`config.mk`:
```
export PLATFORM = sky130hd
export DESIGN_NAME = pixel_port_demux
export DESIGN_NICKNAME = d
export VERILOG_FILES = /design/src/rtl/pixel_port_demux.sv
export SDC_FILE = /design/constraint.sdc
export NUM_CORES = 1
export LEC_CHECK = 0
export BUFFER_PORTS_ARGS = -buffer_cell sky130_fd_sc_hd__buf_2
export CAP_MARGIN = 15
export CORE_ASPECT_RATIO = 1.4
export CORE_UTILIZATION = 59
export CTS_BUF_LIST = sky130_fd_sc_hd__clkbuf_2 sky130_fd_sc_hd__clkbuf_4 sky130_fd_sc_hd__clkbuf_8
export CTS_CLUSTER_SIZE = 40
export DETAILED_ROUTE_END_ITERATION = 10
export PLACE_DENSITY_LB_ADDON = 0.08
export SYNTH_ARGS = -nofsm -noshare
export SYNTH_HDL_FRONTEND = slang
export SYNTH_SLANG_ARGS = --single-unit
```
`constraint.sdc`:
```
create_clock -name clk -period 4.6 [get_ports clk]
set_input_delay 0.23 -clock clk [delete_from_list [all_inputs] [get_ports clk]]
set_output_delay 0.23 -clock clk [all_outputs]
set_load 0.1 [all_outputs]
```
`src/rtl/pixel_port_demux.sv`:
```
module pixel_port_demux #(
  parameter int PIX_W = 24,
  parameter int HW_W  = 8
) (
  input  logic             clk,
  input  logic             rst_n,
  input  logic             pix_vld,
  input  logic [PIX_W-1:0] pix_data,
  input  logic             hs_mark,
  input  logic             dual_en,
  input  logic             par_mode,
  input  logic             out_dis,
  input  logic             hs_pol,
  input  logic [HW_W-1:0]  hs_width,
  output logic [PIX_W-1:0] porta_data,
  output logic [PIX_W-1:0] portb_data,
  output logic             porta_oe,
  output logic             portb_oe,
  output logic             dclk_tog,
  output logic             hs_out
);

  localparam logic [HW_W-1:0] CNT_ONE = HW_W'(1);

  logic             sel_b;
  logic [PIX_W-1:0] hold_a;
  logic [HW_W-1:0]  hs_cnt;

  wire to_b = dual_en && sel_b && !hs_mark;

  always_ff @(posedge clk or negedge rst_n) begin
    if (!rst_n) begin
      porta_data <= '0;
      portb_data <= '0;
      hold_a     <= '0;
      sel_b      <= 1'b0;
      dclk_tog   <= 1'b0;
      porta_oe   <= 1'b0;
      portb_oe   <= 1'b0;
    end else begin
      porta_oe <= !out_dis;
      portb_oe <= !out_dis && dual_en;
      if (pix_vld) begin
        if (!dual_en) begin
          porta_data <= pix_data;
          dclk_tog   <= !dclk_tog;
          sel_b      <= 1'b0;
        end else if (!to_b) begin
          sel_b <= 1'b1;
          if (par_mode) hold_a     <= pix_data;
          else          porta_data <= pix_data;
        end else begin
          sel_b      <= 1'b0;
          dclk_tog   <= !dclk_tog;
          portb_data <= pix_data;
          if (par_mode) porta_data <= hold_a;
        end
      end else if (hs_mark) begin
        sel_b <= 1'b0;
      end
    end
  end

  always_ff @(posedge clk or negedge rst_n) begin
    if (!rst_n)              hs_cnt <= '0;
    else if (hs_mark)        hs_cnt <= hs_width;
    else if (hs_cnt != '0)   hs_cnt <= hs_cnt - CNT_ONE;
  end

  assign hs_out = (hs_cnt != '0) ? hs_pol : !hs_pol;

  a_r10_idle_stable: assert property (@(posedge clk) disable iff (!rst_n)
    !pix_vld |=> $stable(porta_data) && $stable(portb_data) && $stable(dclk_tog));

  a_r9_disable: assert property (@(posedge clk) disable iff (!rst_n)
    out_dis |=> !porta_oe && !portb_oe);

  a_r2_single_b_quiet: assert property (@(posedge clk) disable iff (!rst_n)
    !dual_en |=> $stable(portb_data));

  a_r2_single_a_data: assert property (@(posedge clk) disable iff (!rst_n)
    (pix_vld && !dual_en) |=> porta_data == $past(pix_data));

  a_r7_single_clk: assert property (@(posedge clk) disable iff (!rst_n)
    (pix_vld && !dual_en) |=> dclk_tog != $past(dclk_tog));

  a_r3_mark_to_a: assert property (@(posedge clk) disable iff (!rst_n)
    (pix_vld && hs_mark && dual_en) |=> $stable(portb_data) && $stable(dclk_tog));

  a_r8_hs_start: assert property (@(posedge clk) disable iff (!rst_n)
    (hs_mark && hs_width != '0) |=> hs_out == hs_pol);

  a_r8_hs_end: assert property (@(posedge clk) disable iff (!rst_n)
    (hs_cnt == CNT_ONE && !hs_mark) |=> hs_out == !hs_pol);

endmodule

```
After elaboration in Yosys (flattened, before gate mapping)

Cells that the tools add are included.

Memories: 0
Bits in writable memories: 0
Output and inout bits: 52
Input port bits: 40
Register bits: 84
Bits in read-only memories: 0
Latch bits: 0

$mul: 0
Magnitude comparators: 0
Shift-type cells: 0
Equality and inequality tests: 3
Reductions and logical operators: 14
Mux-type cells: 13
Div/mod/pow operators: 0
Add/subtract/negate cells: 1
Bitwise logic cells: 1

Operator list:

| kind                | count |
|---|---|
| $mux 24             | 4 |
| $mux 8              | 2 |
| $reduce_bool 8->1   | 1 |
| $sub 8x1->8 const B | 1 |
| $mux 1              | 7 |
| $reduce_and 3->1    | 2 |
| $logic_not 1->1     | 4 |
| $reduce_and 4->1    | 1 |
| $reduce_bool 2->1   | 2 |
| $logic_and 1x1->1   | 3 |
| $ne 3x2->1 const B  | 1 |
| $ne 3x3->1 const B  | 1 |
| $ne 2x1->1 const B  | 1 |
| $reduce_and 2->1    | 1 |
| $not 1->1           | 1 |

Logic depth before layout (Yosys ltp)

Gate-level depths: netlist of the first run.

Depth in word-level cells: 5
Gate-level depth with buffers: 6
Depth with buffers taken out: 5

Worst setup path after synthesis of the first run

No wires, ideal clock.

Kind: reg2out
Start point: reg hs_cnt[0]
End point: out hs_out
Arrival: 2.838 ns
Data required time: 4.370 ns
Cell stages (with the launch flop): 6
Path slack: 1.532 ns
Path buffers: 0
Path through: dfrtp_1 -> inv_1 -> ha_1 -> or3b_2 -> nor2_1 -> xor2_1

Longest elaborated chain between the ends: 2

Ends and longest elaborated chain:

| what                   | line | source |
|---|---|---|
| from (decl)            | 27   | `logic [HW_W-1:0] hs_cnt;` |
| from (signal assigned) | 66   | `else if (hs_mark) hs_cnt <= hs_width;` |
| from (signal assigned) | 67   | `else if (hs_cnt != '0) hs_cnt <= hs_cnt - CNT_ONE;` |
| $reduce_bool 8->1      | 70   | `assign hs_out = (hs_cnt != '0) ? hs_pol : !hs_pol;` |
| $mux 1                 | 70   |  |
| to (decl)              | 20   | `output logic hs_out` |

No other way between the ends.

Final worst setup path of the first run

Ends and elaborated chain as after synthesis.

==> results of run 1 <==
[flip-flops by register name, summed over array words and instances, names as in the netlist]
register,cells
hs_cnt,8
portb_oe,1
sel_b,1
dclk_tog,1
porta_oe,1
portb_data,24
porta_data,24
hold_a,24
[Yosys cell counts (2+ instances only)]
cell type and instances:
mux2_2 96, dfrtp_1 84, buf_2 11, nand2_1 6, inv_1 5, o31ai_1 5, nor3_1 4, nand3_1 3
nor2_1 3, a21boi_0 2, a21oi_1 2, nand2b_1 2, nand4_1 2, nor2b_1 2, nor3b_1 2, o21ai_0 2
xnor2_1 2, xor2_1 2
[critical path, cell delays in order (launching register included)]
cell	delay [ns]
dfrtp_1	0.42
inv_1	0.09
ha_1	0.27
or3b_2	0.50
nor2_1	0.23
xor2_1	0.16
buf_2	0.44
[through the flow]
step                      hold WS (ns)  cells  setup slack (ns)  util (%)
after global placement           0.388    402              2.33      70.0
final                           0.0241    418              1.91      73.7
after CTS                       0.0186    418              1.88      73.7
after detailed placement         0.399    402              2.29      70.0
after floorplan                -0.0656    251              1.53         -
after global routing            0.0166    418              1.75      73.7
[metal layers]
| metal | vias to the layer above | track usage (%) | share of wire [%] |
|---|---|---|---|
| met1 | 1114 | 26.3 | 43 |
| met3 | 4 | 6.04 | 4.2 |
| met5 | - | 0 | 0 |
| met2 | 54 | 36.5 | 52 |
| li1 | 1092 | - | - |
| met4 | 0 | 7.81 | 0.76 |
[worst max path at each step]
stage / start / endpoint / depth (start not counted)
after floorplan: hs_cnt[0]$_DFFE_PN0P_ / hs_out / 5
after global placement: hs_cnt[0]$_DFFE_PN0P_ / hs_out / 6
after detailed placement: hs_cnt[0]$_DFFE_PN0P_ / hs_out / 6
after CTS: hs_cnt[0]$_DFFE_PN0P_ / hs_out / 6
after global routing: hs_cnt[0]$_DFFE_PN0P_ / hs_out / 6
final: hs_cnt[0]$_DFFE_PN0P_ / hs_out / 6
[placed cells by master, fill, tap and decap left out, drive strengths merged, types with 3 or more instances in the layout]
| master | Yosys | final |
|---|---|---|
| o31ai | 5 | 5 |
| or4 | 3 | 3 |
| nand2 | 6 | 6 |
| nor2 | 3 | 3 |
| clkinv | 0 | 3 |
| mux2 | 96 | 96 |
| buf | 11 | 93 |
| nand3 | 3 | 3 |
| inv | 5 | 5 |
| dfrtp | 84 | 84 |
| nor3 | 4 | 4 |
| clkbuf | 1 | 11 |
[logic make-up (layout without fill, tap and decap cells)]
group,Yosys count,after routing
flip-flops,84,84
XOR/XNOR,4,4
buffers and inverters,17,114
multiplexers,96,96
AO/OA/AOI/OAI,17,17
adder cells (fa/ha/maj),1,1
AND/OR/NAND/NOR,32,32
[final cells by class]
| cell class | instances | area share [%] |
|---|---|---|
| Clock buffer | 11 | 3.33 |
| Clock inverter | 5 | 1.72 |
| Inverter | 5 | 0.431 |
| Multi-Input combinational cell | 150 | 33.3 |
| Sequential cell | 84 | 48.3 |
| Tap cell | 70 | 2.01 |
| Timing Repair Buffer | 93 | 10.9 |
[report_power, final]
group          leakage [nW]  switching [mW]  internal, mW
Clock                 0.116           0.248         0.324
Sequential             1.01          0.0766         0.890
Combinational         0.958           0.879         0.222
Total                  2.08            1.20          1.44
==> summary.md, run 1 <==
| Metric | Value |
|---|---|
| Status | complete, no violations |
| IO buf count | around 90 |
| P_leak | slightly above 2 nW |
| Post-synthesis compound-gate area fraction | roughly 3.3% |
| Clk_lat worst skew | 0.34 ns |
| Slew @ Worst Pin | a little over 1 ns |
| Total number of yosys warnings | 0 |
| Total negative slack | 0 ns |
| Crit path kind | flip-flop to primary output |
| Layout area overhead | 19.9% |
| CP Capture Type | primary output |
| Core area | 0.00590 mm^2 |
| CTS tree | yes |
| First-pass GRT wire length | 10.2 mm |
| PD cells | 606 mW/mm^2 |
| Number of global-route vias before repair | 2,202 |
| Post-Synthesis Cell Area | roughly 0.0036 mm^2 |
| Gr ovfl total | 0 |
| Ranking of synthesized cells by area | dfrtp_1 58%, mux2_2 30%, buf_2 1.5%, o31ai_1 1.0%, nand2_1 0.62% |
| Hold_buf cts | 0 |
| Register area share after synthesis | 57.9% |
| Setup Viol. Count Final | 0 |
| Fin nets | approximately 380 |
| Mux contribution to synthesized area | 29.8% |
| Detailed Place HPWL | ~4.3 mm |
| Synth Flop Type | dfrtp_1 |
| FF-to-FF setup slack | ~2.6 ns |
| Die H | between 90 and 100 um |
| Share of layout cells above drive strength 1 | between 60 and 70% |
| Minimum clock period | between 2 and 3 ns |
| Cells after synthesis | between 200 and 300 |
| Die width | slightly below 70 um |
| Unrepaired setup endpoints after global routing | no |
| Starting Density | between 60% and 70% |
| # Max-Cap Violations | 0 |
| Async SR Flop Fraction | 100% |
| I/O pins | just over 90 |
| Clock Skew | 0.00678 ns |
| Largest family of logic cells by synthesized area | multiplexers |
| Post-Synth XOR/XNOR Area | less than 1% |
| Setup bufs post-CTS | 0 |
| FMAX | around 370 MHz |
| Initial DRC Count | 76 |
| Yosys reg bits | 84 |
| Initial antenna violation count | 0 |
| Die Area | between 0.006 and 0.007 mm^2 |
| Maximum vdd drop | ~0.44 mV |
| Pins Over Slew Limit | 0 |
| Fillers | between 400 and 500 |
| Critical Path RT | 4.37 ns |
| Total track usage | a little over a fifth |
| Post-DR vias/cell | between 5 and 6 |
| Drt drc | 0 |
| Largest net degree at the start of global routing | 85 |
| Post-synth EDFFs | 0 |
| CP Data Arrival Time | about 2.5 ns |
| Storage cell area | around 0.0021 mm^2 |
| Placer Congestion | 0.769 |
| Clock root cell | clkbuf_8 |
| H-tree levels | 3 |
| Area share of the largest cell type after synthesis | 57.9% |
| TritonRoute pass-1 iters | 4 |
| Final ANT Viol Nets | 0 |
| Post-Synth Simple-Gate Area | under 10% |
| Crit path max fanout | 7 |
| DP Area | between 0.004 and 0.005 mm^2 |
| Largest area contributor in the synthesized netlist | dfrtp_1 |
| PnR Total Power | 2.64 mW |
| Final instance area | approximately 0.0044 mm^2 |
| Diodes inserted | 0 |
| Slew HR | between 30% and 40% |
| CTS sink count | between 80 and 90 |
| Num rows | 33 |
| CTS resizes | 0 |
| Max Buffers Root-to-Sink | 2 |
| Final WL | ~6.4 mm |
| Endpoints failing hold | 0 |
| Syn_nets | 292 |
| Clock-pin transition on the worst setup and hold timing paths | ~0.08 ns |
| Hold crit path type | primary input to asynchronous set/reset pin |
| Multi-input logic area | roughly 0.0015 mm^2 |
| Wire per inst | roughly 15 um |
| Post-Synth Adder-Cell Area | less than 1% |
| RR Endpoint | porta_data[19]$_DFFE_PN0P_ |
| Yosys cell types | 34 |
| Mean area per synthesized cell | between 10 and 15 um^2 |
| Tcrit/Tclk final | about three fifths |
| Vias | between 2,000 and 2,500 |
| Number of CTS-inserted buffers | 9 |
| R2R cell count | 3 |
| FF-to-FF Start | sel_b$_DFFE_PN0P_ |
| CP startpoint kind | flip-flop |
No activity file was read; power rests on OpenSTA's default activity.
==> run 2: changes to the inputs <==
Settings changed: CORE_UTILIZATION 59 to 55.
Clock period 4.6 ns to 2.5 ns, I/O delays scaled along.
==> run 2 against run 1 <==
The flow now finishes with violations (design-rule violations); via count grew 4.5%; sequential power grew 84%; register-to-register slack lost 1.8 ns; total power grew 88%; critical path depth is the same; critical endpoint unchanged.
==> summary.md, run 2 (synthesis gave the netlist of run 1 again) <==
| Metric | Value |
|---|---|
| Detailed Place HPWL | between 4 and 5 mm |
| Endpoints failing hold | 0 |
| Pins Over Slew Limit | 0 |
| Vias | ~2,400 |
| Clk_lat worst skew | approximately 0.35 ns |
| Most common cell after layout, fill and taps aside | mux2_2 |
| Share of layout cells above drive strength 1 | about three fifths |
| Status | finished with violations |
| R2R cell count | 5 |
| PD cells | 1100 mW/mm^2 |
| I/O pins | between 90 and 100 |
| Core area | 0.00630 mm^2 |
| Comb power frac | 41.2% |
| Fillers | between 400 and 500 |
| Hold Path End | portb_data[8]$_DFFE_PN0P_ |
| Failing checks | design-rule violations |
| # Max-Cap Violations | 0 |
| CTS tree | yes |
| Fin cells | roughly 430 |
| IO buf count | just over 90 |
| Crit path max fanout | 7 |
| Post-DR vias/cell | around 5.5 |
| Largest net degree at the start of global routing | 46 |
| Final worst slack | roughly 0.14 ns |
| Fin nets | between 300 and 400 |
| Crit-path max cell delay | about 0.50 ns |
| Maximum vdd drop | between 0.7 and 0.8 mV |
| Hold Crit Depth | 2 |
| P_int | roughly 2.7 mW |
| Number of global-route vias before repair | between 2,000 and 2,500 |
| P_leak | ~2.2 nW |
| Final instance area | 0.00453 mm^2 |
| Top Registers | hold_a: 24 flops, porta_data: 24 flops, portb_data: 24 flops |
| Bufs and invs on worst path | 2 |
| Reg power frac | 35.9% |
| Placed Cells | slightly above 400 |
| Critical path cell sequence | inv_1, ha_2, or3b_2, nor2_2, xor2_2, buf_12 |
| Minimum clock period | about 2.4 ns |
| Layout area overhead | 24.7% |
| CP Data Arrival Time | about 2.2 ns |
| CTS sink count | between 80 and 90 |
| Unrepaired setup endpoints after global routing | no |
| Starting Density | 57.7% |
| Num rows | 34 |
| Hold Startpoint | pix_data[8] |
| Final WL | ~6.7 mm |
| Setup Viol. Count Final | 0 |
| Number of CTS-inserted buffers | 9 |
| Hold crit path type | primary input to flip-flop |
| Clock-pin transition on the worst setup and hold timing paths | roughly 0.080 ns |
| Die Area | a little under 0.007 mm^2 |
| Initial DRC Count | about 120 |
| Slew @ Worst Pin | 0.837 ns |
| Wire per inst | between 15 and 20 um |
| Clock Skew | approximately 0.0095 ns |
| Final ANT Viol Nets | 0 |
| Max Buffers Root-to-Sink | 2 |
| FF-to-FF setup slack | 0.77 ns |
| Diodes inserted | 0 |
| CP startpoint kind | flip-flop |
| Critical Path RT | 2.38 ns |
| Initial antenna violation count | 0 |
| Tcrit/Tclk final | a little over nine tenths |
| Crit-path leading delay family | simple AND/OR/NAND/NOR gates |
| Total negative slack | 0 ns |
| RR Endpoint | hs_cnt[1]$_DFFE_PN0P_ |
| Clock share of power | a little under a quarter |
| TritonRoute pass-1 iters | 7 |
| Slew HR | a little over two fifths |
| Switching power | 2.23 mW |
| First-pass GRT wire length | 11.3 mm |
| Drt drc | 16 |
| DP Area | 0.00420 mm^2 |
| Placer Congestion | 0.834 |
| Sw frac | around 45% |
| Place WS | slightly above 0.4 ns |
| Setup bufs post-CTS | 0 |
| Most frequent cells in the layout | 96 x mux2_2, 89 x buf_2, 84 x dfrtp_1 |
| H-tree levels | 3 |
| Crit-path slowest cell | or3b_2 |
| FMAX | between 400 and 500 MHz |
| CP Capture Type | primary output |
| Total track usage | 21.3% |
| Clock root cell | clkbuf_8 |
| Crit path kind | flip-flop to primary output |
| Die width | between 70 and 80 um |
| FF-to-FF Start | hs_cnt[0]$_DFFE_PN0P_ |
| Die H | between 90 and 100 um |
| Gr ovfl total | 0 |
-- run 2: what timing repair did --
action / 4_1_cts / 5_1_grt
gates resized for setup: 0 / 2
setup endpoints to repair: 0 / 1
hold buffers: 9 / 0
hold endpoints to repair: 52 / 0
-- run 2: area by class of cell --
type | instances | area, um^2 | share of cell area, %
Clock buffer | 10 | 138 | 3.04
Clock inverter | 5 | 100 | 2.21
Inverter | 5 | 18.8 | 0.414
Multi-Input combinational cell | 150 | 1460 | 32.3
Sequential cell | 84 | 2100 | 46.4
Tap cell | 72 | 90.1 | 1.99
Timing Repair Buffer | 107 | 616 | 13.6
-- run 2: how the worst max path moves through the flow --
stage | startpoint | to | slack (ns) | cells past startpoint
floorplan | hs_cnt[0]$_DFFE_PN0P_ | hs_out | 0.03 | 5
global placement | hs_cnt[0]$_DFFE_PN0P_ | hs_out | 0.45 | 6
finish | hs_cnt[0]$_DFFE_PN0P_ | hs_out | 0.14 | 6
global route | hs_cnt[0]$_DFFE_PN0P_ | hs_out | 0.04 | 6
detailed placement | hs_cnt[0]$_DFFE_PN0P_ | hs_out | 0.41 | 6
CTS | hs_cnt[0]$_DFFE_PN0P_ | hs_out | 0.01 | 6
-- run 2: power groups by stage --
stage | registers [mW] | logic (mW) | clock network [mW]
finish | 1.78 | 2.05 | 1.14
global route | 1.82 | 2.12 | 1.21
CTS | 1.79 | 2.06 | 1.17
detailed placement | 1.81 | 2.05 | 0
global placement | 1.79 | 2.03 | 0
floorplan | 3.13 | 0.372 | 0
-- run 2: layer usage --
metal | vias to the layer above | track usage [%] | part of all wire [%]
li1 | 1121 | - | -
met3 | 7 | 5.57 | 5.0
met2 | 69 | 37.1 | 51
met4 | 0 | 8.46 | 1.2
met5 | - | 0 | 0
met1 | 1169 | 25.0 | 42
-- run 2: through the flow --
step / hold slack [ns] / utilization (%) / total power [mW]
final: 0.0288 / 71.9 / 4.97
after detailed placement: 0.164 / 66.6 / 3.86
after global routing: 0.0195 / 71.9 / 5.16
after CTS: 0.0103 / 71.8 / 5.01
after floorplan: -0.171 / - / 3.50
after global placement: 0.166 / 66.6 / 3.83
==> run 3: changes to the inputs <==
Settings changed: CELL_PAD_IN_SITES_DETAIL_PLACEMENT set to 1, CELL_PAD_IN_SITES_GLOBAL_PLACEMENT set to 1, CORE_UTILIZATION 55 to 44, SLEW_MARGIN set to 20.
==> run 3 against run 2 <==
Die area rose by 24%; clock skew fell by 0.0053 ns; clock power barely moved; via count rose by 0.63%; total power rose by 0.20%; worst setup slack got worse by 0.011 ns; first-iteration DRC count rose by 6.0%; clock-buffer cell count rose by 3; critical path depth did not move; sequential power barely moved; the flow now finishes without violations.
==> summary.md, run 3 (synthesis gave the netlist of run 1 again) <==
| Metric | Value |
|---|---|
| Setup bufs post-CTS | 0 |
| Slew @ Worst Pin | approximately 0.9 ns |
| Critical path cell sequence | inv_1, ha_2, or3b_2, nor2_4, xor2_2, buf_12 |
| Number of CTS-inserted buffers | 9 |
| Fillers | 829 |
| CTS tree | yes |
| Initial antenna violation count | 0 |
| Total track usage | between 15 and 20% |
| Drt drc | 0 |
| Initial DRC Count | roughly 120 |
| First-pass GRT wire length | between 10 and 15 mm |
| Die width | between 70 and 80 um |
| Layout area overhead | 26.2% |
| Setup Viol. Count Final | 0 |
| Tcrit/Tclk final | between 90 and 100% |
| Crit-path max cell delay | approximately 0.53 ns |
| IO buf count | between 90 and 100 |
| PD cells | approximately 1100 mW/mm^2 |
| Critical Path RT | 2.38 ns |
| Top Registers | hold_a: 24 flops, porta_data: 24 flops, portb_data: 24 flops |
| Hold Path End | portb_data[23]$_DFFE_PN0P_ |
| Final instance area | about 0.0046 mm^2 |
| Post-DR vias/cell | a little over 5 |
| Minimum clock period | ~2.4 ns |
| Endpoints failing hold | 0 |
| Share of layout cells above drive strength 1 | 59.7% |
| Gr ovfl total | 0 |
| FF-to-FF setup slack | about 0.67 ns |
| TritonRoute pass-1 iters | 4 |
| Storage cell area | 0.00210 mm^2 |
| RR Endpoint | hs_cnt[0]$_DFFE_PN0P_ |
| R2R cell count | 5 |
| Slew HR | 39.3% |
| Crit path kind | flip-flop to primary output |
| Vias | about 2,400 |
| FF-to-FF Start | hs_cnt[0]$_DFFE_PN0P_ |
| Grt met2 use | a little over a third |
| Final ANT Viol Nets | 0 |
| GR Util met1 | between 20% and 30% |
| Starting Density | approximately 46% |
| Pins Over Slew Limit | 0 |
| Global route hottest layer | met2 |
| # Max-Cap Violations | 0 |
| Met3 usage | under 10% |
| CP Capture Type | primary output |
| Crit path max fanout | 7 |
| Sw frac | 45.3% |
| Number of global-route vias before repair | between 2,000 and 3,000 |
| Most frequent cells in the layout | 96 x mux2_2, 89 x buf_2, 84 x dfrtp_1 |
| Unrepaired setup endpoints after global routing | no |
| DP Area | roughly 0.0042 mm^2 |
| CTS sink count | between 80 and 90 |
| Num rows | 38 |
| Clock root cell | clkbuf_8 |
| Hold Startpoint | pix_data[23] |
| Total negative slack | 0 ns |
| Maximum vdd drop | approximately 0.69 mV |
| PnR Total Power | roughly 5 mW |
| Place WS | roughly 0.33 ns |
| Hold Crit Depth | 2 |
| H-tree levels | 3 |
| FMAX | 422 MHz |
| Largest net degree at the start of global routing | 85 |
| Crit-path slowest cell | or3b_2 |
| P_leak | approximately 2.2 nW |
| Core area | slightly below 0.008 mm^2 |
| Final worst slack | between 0.1 and 0.15 ns |
| Wire per inst | roughly 17 um |
| Comb power frac | between 40% and 50% |
| Clock-pin transition on the worst setup and hold timing paths | ~0.080 ns |
| Max Buffers Root-to-Sink | 2 |
| Diodes inserted | 0 |
| I/O pins | 92 |
| CP Launch Point | hs_cnt[0]$_DFFE_PN0P_ |
| Status | complete, no violations |
| Die H | 109 um |
| Clk_lat worst skew | 0.35 ns |
| Clock Skew | 0.00426 ns |
| Fin nets | about 400 |
| Final WL | approximately 7.8 mm |
| Hold crit path type | primary input to flip-flop |
| Reg power frac | around 36% |
| Placer Congestion | 0.783 |
| Switching power | about 2.3 mW |
| CP Data Arrival Time | approximately 2.2 ns |
| CP startpoint kind | flip-flop |
| Die Area | about 0.0086 mm^2 |
| P_int | about 2.7 mW |
| Multi-input logic area | approximately 0.0015 mm^2 |
| Clock share of power | around 23% |
| Detailed Place HPWL | ~5.2 mm |
| Most common cell after layout, fill and taps aside | mux2_2 |
[run 3: cell types whose count changed in the layout (fill, tap and decap cells not counted), moves of 2 or more]
| cell | previous run | this run |
|---|---|---|
| buf_4 | 8 | 4 |
| clkinv_2 | 2 | 0 |
| clkbuf_8 | 10 | 12 |
| buf_12 | 1 | 3 |
[run 3: per-layer routing]
metal | routed length, um | vias up
met5 | 0 | -
met4 | 91 | 0
li1 | - | 1111
met1 | 3080 | 1210
met2 | 4340 | 51
met3 | 288 | 9
[run 3: power by group through the flow]
stage	combinational, mW	sequential, mW	clock (mW)
final	2.07	1.79	1.13
after global routing	2.15	1.83	1.21
after CTS	2.09	1.79	1.16
after detailed placement	2.07	1.82	0
after global placement	2.04	1.79	0
after floorplan	0.372	3.13	0
[run 3: final cells by class]
class | instances | share of cell area [%]
flip-flops and latches | 84 | 45.9
multi-input cells | 150 | 32.1
repair buffers | 105 | 13.7
clock buffers | 13 | 3.77
well taps | 100 | 2.73
clock inverters | 3 | 1.48
inverters | 5 | 0.410
[run 3: repair_timing]
item | CTS | global route
hold buffers | 9 | 0
gates resized for setup | 1 | 2
hold endpoints to repair | 93 | 0
endpoints found under the setup margin | 1 | 1
[run 3: worst max path at each step]
stage,slack (ns),cells past startpoint,to
final,0.13,6,hs_out
after global routing,0.02,6,hs_out
after CTS,0.003,6,hs_out
after detailed placement,0.33,6,hs_out
after global placement,0.43,6,hs_out
after floorplan,0.03,5,hs_out
[run 3: critical path: cells and delay by family (launching register included)]
family / cells / cell delay, ns
and+or+nand+nor: 2 / 0.72
xor gates and xnor gates: 1 / 0.20
buffers and inverters: 2 / 0.30
adders and majority gates: 1 / 0.24
DFF: 1 / 0.43
[run 3: per-stage QoR]
stage	utilization, %	hold WS, ns	std cells
after global placement	53.7	0.199	435
after floorplan	-	-0.171	251
after CTS	57.9	0.0126	460
after global routing	58.0	0.0151	460
final	58.0	0.0320	460
after detailed placement	53.7	0.200	435
